--- src/rtl/rcs_pkg.sv ---
package rcs_pkg;

   typedef enum logic [1:0] {
      ACC_IDLE  = 2'd0,
      ACC_READ  = 2'd1,
      ACC_WRITE = 2'd2
   } access_e;

   function automatic access_e classify(input logic sel, input logic oe, input logic wr);
      if (!sel)     return ACC_IDLE;
      else if (wr)  return ACC_WRITE;
      else if (oe)  return ACC_READ;
      else          return ACC_IDLE;
   endfunction

endpackage

--- src/rtl/rcs_row_decoder.sv ---
module rcs_row_decoder #(
   parameter int ROW_BITS = 2
) (
   input  logic [ROW_BITS-1:0]      row,
   output logic [(1<<ROW_BITS)-1:0] word_line
);
   localparam int ROWS = 1 << ROW_BITS;

   for (genvar r = 0; r < ROWS; r++) begin : g_line
      assign word_line[r] = (row == ROW_BITS'(r));
   end

endmodule

--- src/rtl/rcs_col_mux.sv ---
module rcs_col_mux #(
   parameter int COL_BITS = 2
) (
   input  logic [(1<<COL_BITS)-1:0] line,
   input  logic [COL_BITS-1:0]      col,
   output logic                     bit_out
);
   if (COL_BITS < 1) begin : g_bad
      $error("rcs_col_mux: COL_BITS must be at least 1");
   end else if (COL_BITS == 1) begin : g_two
      assign bit_out = col[0] ? line[1] : line[0];
   end else begin : g_wide
      assign bit_out = line[col];
   end

endmodule

--- src/rtl/rcs_bit_bank.sv ---
module rcs_bit_bank #(
   parameter int ROW_BITS = 2,
   parameter int COL_BITS = 2
) (
   input  logic                     clk,
   input  logic                     rst_n,
   input  logic [(1<<ROW_BITS)-1:0] word_line,
   input  logic [COL_BITS-1:0]      col_sel,
   input  logic                     wr_strobe,
   input  logic                     bit_in,
   output logic                     bit_out
);
   localparam int ROWS = 1 << ROW_BITS;
   localparam int COLS = 1 << COL_BITS;

   logic [ROWS-1:0][COLS-1:0] cells;
   logic [COLS-1:0]           line;

   always_ff @(posedge clk or negedge rst_n) begin
      if (!rst_n) begin
         cells <= '0;
      end else if (wr_strobe) begin
         for (int r = 0; r < ROWS; r++) begin
            if (word_line[r]) cells[r][col_sel] <= bit_in;
         end
      end
   end

   // shared bit lines: the active row is OR-ed onto the column lines
   always_comb begin
      line = '0;
      for (int r = 0; r < ROWS; r++) begin
         line |= cells[r] & {COLS{word_line[r]}};
      end
   end

   rcs_col_mux #(.COL_BITS(COL_BITS)) u_mux (
      .line    (line),
      .col     (col_sel),
      .bit_out (bit_out)
   );

   for (genvar r = 0; r < ROWS; r++) begin : g_chk
      AST_CELL_TAKES_WRITE: assert property (@(posedge clk) disable iff (!rst_n)
         (wr_strobe && word_line[r]) |=> cells[r][$past(col_sel)] == $past(bit_in));
   end

   AST_HOLD_WITHOUT_STROBE: assert property (@(posedge clk) disable iff (!rst_n)
      !wr_strobe |=> $stable(cells));

endmodule

--- src/rtl/rowcol_sram.sv ---
module rowcol_sram
   import rcs_pkg::*;
#(
   parameter int ROW_BITS = 2,
   parameter int COL_BITS = 2,
   parameter int WIDTH    = 4
) (
   input  logic                         clk,
   input  logic                         rst_n,
   input  logic                         sel,
   input  logic                         oe,
   input  logic                         wr,
   input  logic [ROW_BITS+COL_BITS-1:0] addr,
   input  logic [WIDTH-1:0]             wdata,
   output logic [WIDTH-1:0]             rdata,
   output logic                         drive,
   output logic                         hiz
);
   localparam int AW   = ROW_BITS + COL_BITS;
   localparam int ROWS = 1 << ROW_BITS;

   if (ROW_BITS < 1 || COL_BITS < 1 || WIDTH < 1) begin : g_param_bad
      $error("rowcol_sram: ROW_BITS, COL_BITS and WIDTH must each be at least 1");
   end
   if (AW > 24) begin : g_param_big
      $error("rowcol_sram: address wider than 24 bits is not supported");
   end

   logic [ROW_BITS-1:0] row_sel;
   logic [COL_BITS-1:0] col_sel;
   logic [ROWS-1:0]     word_line;
   logic [WIDTH-1:0]    bank_bits;
   access_e             access;
   logic                wr_strobe;

   assign row_sel   = addr[AW-1:COL_BITS];
   assign col_sel   = addr[COL_BITS-1:0];
   assign access    = classify(sel, oe, wr);
   assign wr_strobe = (access == ACC_WRITE);
   assign drive     = (access == ACC_READ);
   assign hiz       = ~drive;

   rcs_row_decoder #(.ROW_BITS(ROW_BITS)) u_rowdec (
      .row       (row_sel),
      .word_line (word_line)
   );

   AST_ONE_WORD_LINE: assert property (@(posedge clk) disable iff (!rst_n)
      $onehot(word_line));

   for (genvar i = 0; i < WIDTH; i++) begin : g_bank
      rcs_bit_bank #(.ROW_BITS(ROW_BITS), .COL_BITS(COL_BITS)) u_bank (
         .clk       (clk),
         .rst_n     (rst_n),
         .word_line (word_line),
         .col_sel   (col_sel),
         .wr_strobe (wr_strobe),
         .bit_in    (wdata[i]),
         .bit_out   (bank_bits[i])
      );
   end

   assign rdata = drive ? bank_bits : '0;

   AST_QUIET_WHEN_UNDRIVEN: assert property (@(posedge clk) disable iff (!rst_n)
      hiz |-> (rdata == '0));

   AST_NO_DATA_ON_WRITE: assert property (@(posedge clk) disable iff (!rst_n)
      wr |-> !drive);

endmodule

--- config.mk ---
export PLATFORM = sky130hd
export DESIGN_NAME = rowcol_sram
export DESIGN_NICKNAME = d
export VERILOG_FILES = /design/src/rtl/rcs_pkg.sv /design/src/rtl/rcs_row_decoder.sv /design/src/rtl/rcs_col_mux.sv /design/src/rtl/rcs_bit_bank.sv /design/src/rtl/rowcol_sram.sv
export SDC_FILE = /design/constraint.sdc
export NUM_CORES = 1
export LEC_CHECK = 0
export BUFFER_PORTS_ARGS = -buffer_cell sky130_fd_sc_hd__buf_2
export CORE_UTILIZATION = 55
export DETAILED_ROUTE_END_ITERATION = 8
export PLACE_DENSITY = 0.73
export SLEW_MARGIN = 20
export SYNTH_ARGS = -nofsm -noshare
export SYNTH_HDL_FRONTEND = slang
export SYNTH_HIERARCHICAL = 1
export SYNTH_SLANG_ARGS = --single-unit
--- constraint.sdc ---
create_clock -name clk -period 2.4 [get_ports clk]
set_clock_uncertainty 0.1 [all_clocks]
set_input_delay 0.36 -clock clk [delete_from_list [all_inputs] [get_ports clk]]
set_output_delay 0.36 -clock clk [all_outputs]
set_load 0.005 [all_outputs]
==> flow_metrics.tcl <==
set metrics [dict create \
    grt_remaining_overflow 0 \
    routedWlPerCell_um 21.40 \
    placed_cell_area_mm2 0.003791 \
    power_density_mw_per_mm2 661.1 \
    tritoncts_clock_tree "yes" \
    mostFrequentLayoutCell "sky130_fd_sc_hd__dfrtp_1" \
    ios 19 \
    finalMaxSlewViolations 0 \
    cp.required_ns 1.94 \
    cts-htree-levels 3 \
    synth_top_cell_by_area "sky130_fd_sc_hd__dfrtp_1" \
    fp.dieArea_mm2 0.006807 \
    synthesis.area_mm2 0.003565 \
    diode_count 0 \
    grt_first_pass_wirelength_um 12520 \
    floorplan.rows 28 \
    crit_buf_inv 4 \
    post-route-drc-count 0 \
    setup_repair_after_global_routing_missed_its_margin "no" \
    post_synth.cell_area_avg_um2 12.60 \
    p_leak_nw 1.758 \
    synthToLayoutAreaGrowth_pct 14.60 \
    timing_worst_slew_pin_value_ns 0.3518 \
    die_x_um 82.51 \
    crit_path_start "addr[2]" \
    worst_r2r_path_depth 1 \
    outcome "finished, final reports clean" \
    floorplan.initialDensity 0.5848 \
    hold_class "in -> reg" \
    synthDistinctLibCells 21 \
    worst_setup_path_end_kind "primary output" \
    grt_start_max_net_pins 65 \
    cts_buffers 9 \
    ctsRootBufferMaster "sky130_fd_sc_hd__clkbuf_8" \
    clock_tree.buffer_depth 2 \
    synthesis.nets 296 \
    firstDrtPassIters 5 \
    postRouteWirelength_um 8282 \
    fraction_of_layout_instances_using_a_drive_strength_above_1 0.4071 \
    fin_crit_share 0.9713 \
    setup.reg_to_reg.worst_slack_ns 1.46 \
    floorplan.core_area_mm2 0.006096 \
    setup.worst_path.class "in -> out" \
    drt.antenna.violating_nets 0 \
    final_cell_mix "sky130_fd_sc_hd__dfrtp_1, sky130_fd_sc_hd__mux2_2, sky130_fd_sc_hd__nand4b_1, sky130_fd_sc_hd__a22oi_1, sky130_fd_sc_hd__mux2_1" \
    place.detailed.instances 367 \
    cells_on_worst_hold_path 2 \
    worst_ep_arrival_time_ns 1.87 \
    registers.top_by_ff_count "g_bank.u_bank/cells" \
    grt_pass1_vias 2493 \
    postSynthRegisterBits 64 \
    timing.rr.start "g_bank[3].u_bank/cells[10]" \
    critical-path-max-stage-delay_ns 0.45 \
    cp_slowest_cell "sky130_fd_sc_hd__mux4_2" \
    timing.critical_path.max_delay_family "buffers and inverters" \
    synth_sequential_area_ratio 0.4493 \
    clkSlewWorstSetupHoldPaths_ns 0.07 \
    timing.critical_path.from_type "primary input" \
    globalRouteTotalUtil 0.2492 \
    port_buffers 18 \
    insertion_delay_of_the_later_clocked_pin_in_the_worst_skew_pair_ns 0.34 \
    setup_viol_count_final 0 \
    slew-limit-headroom 0.7655 \
    finalInstanceArea_mm2 0.004085 \
    n_fill_cell 455 \
    cts_num_sinks 64 \
    largest_registers "g_bank.u_bank/cells: 64 flops" \
    fin_util 0.6702 \
    crit_path_cell_trace "buf_4, buf_6, nor2_4, buf_12, a22oi_2, nand2_1, mux4_2, and4b_1, buf_2" \
    main_area_contributors_after_synthesis "sky130_fd_sc_hd__dfrtp_1, sky130_fd_sc_hd__mux2_2, sky130_fd_sc_hd__nand4b_1" \
    max_freq_mhz 429.0 \
    syn-instance-count 283 \
    routed-via-count 2612 \
    drv.max_cap_violation_count 0 \
    initial_antenna_violation_count 0 \
    post-synth-top-area-fraction 0.4493 \
    ir_worst_vdd_mv 0.4369 \
    total_power_mw 2.701 \
    crit_cells 9 \
    instances_no_fill 387 \
    timing.rr.end "g_bank[3].u_bank/cells[10]" \
    die_height_um 82.51 \
    layout_min_cycle_time_ns 2.331 \
    final_net_count 321 \
    vias_per_cell 6.749 \
    largest_reg_flops 64 \
    worstPathMaxFanout 8 \
    detailedRoute.firstIterationViolations 217 \
    routabilityCongestion 0.7631 \
    post-dp-hpwl_um 4519 \
    yosys_warnings 6 \
    setup_tns_ns 0 \
    crit_end "rdata[1]" \
    hold_viol_final 0 \
]
[logic make-up (layout without fill, tap and decap cells)]
| kind of cell | after synthesis | in the layout | synth area share |
|---|---|---|---|
| AOI/OAI and AO/OA | 32 | 32 | 0.06739 |
| buffers and inverters | 28 | 56 | 0.05054 |
| DFF | 64 | 64 | 0.4493 |
| muxes | 68 | 68 | 0.2274 |
| and+or+nand+nor | 91 | 92 | 0.2053 |
[synthesized netlist by cell type]
cell type	instances
sky130_fd_sc_hd__a22oi_1	32
sky130_fd_sc_hd__and2_2	2
sky130_fd_sc_hd__and2b_2	1
sky130_fd_sc_hd__and3b_2	1
sky130_fd_sc_hd__and4b_1	4
sky130_fd_sc_hd__and4bb_2	16
sky130_fd_sc_hd__buf_2	3
sky130_fd_sc_hd__buf_4	8
sky130_fd_sc_hd__buf_6	4
sky130_fd_sc_hd__clkbuf_1	4
sky130_fd_sc_hd__clkbuf_2	9
sky130_fd_sc_hd__dfrtp_1	64
sky130_fd_sc_hd__mux2_1	24
sky130_fd_sc_hd__mux2_2	40
sky130_fd_sc_hd__mux4_2	4
sky130_fd_sc_hd__nand2_1	16
sky130_fd_sc_hd__nand3b_1	1
sky130_fd_sc_hd__nand4_1	16
sky130_fd_sc_hd__nand4b_1	32
sky130_fd_sc_hd__nor2_1	1
sky130_fd_sc_hd__nor2b_1	1
[per-layer routing]
| metal | wire length, um | global-route usage | vias to the layer above | share of wire |
|---|---|---|---|---|
| li1 | - | - | 1172 | - |
| met1 | 3738 | 0.3277 | 1366 | 0.45 |
| met2 | 4019 | 0.4017 | 58 | 0.49 |
| met3 | 363 | 0.07253 | 16 | 0.044 |
| met4 | 161 | 0.06897 | 0 | 0.019 |
| met5 | 0 | 0 | - | 0 |
[metrics by stage]
step	worst slack [ns]	hold WS [ns]
finish	0.06884	0.3461
global route	0.01865	0.3525
CTS	0.01234	0.3364
detailed placement	-0.05936	0.2998
global placement	-0.03217	0.3037
floorplan	0.3541	-0.03559
[report_power, final]
part	total [mW]	internal, mW	switching, mW
clock network	0.759	0.364	0.395
logic	0.531	0.289	0.242
registers	1.41	1.29	0.122
total	2.70	1.94	0.759
[worst min-delay path by stage]
stage / start / endpoint / slack (ns)
2_1_floorplan: rst_n / g_bank[0].u_bank/cells[0] / -0.04
3_3_place_gp: rst_n / g_bank[2].u_bank/cells[0] / 0.30
3_5_place_dp: rst_n / g_bank[2].u_bank/cells[0] / 0.30
4_1_cts: wdata[2] / g_bank[2].u_bank/cells[1] / 0.34
5_1_grt: wdata[2] / g_bank[2].u_bank/cells[1] / 0.35
6_report: wdata[2] / g_bank[2].u_bank/cells[1] / 0.35
[final cells by class]
type,count,area (um^2),area share
clock buffers,11,131.4,0.03216
clock inverters,4,22.52,0.005513
multi-input cells,192,1844,0.4515
flip-flops and latches,64,1602,0.3920
well taps,75,93.84,0.02297
repair buffers,41,391.6,0.09587
[timing repair]
action / CTS / global route
cloned: 0 / 3
setup endpoints to repair: 4 / 4
pin swaps: 0 / 3
hold endpoints to repair: 64 / 0
setup buffers: 0 / 1
hold buffers: 1 / 0
gates resized for setup: 1 / 16
(Power assumes the default switching activity.)
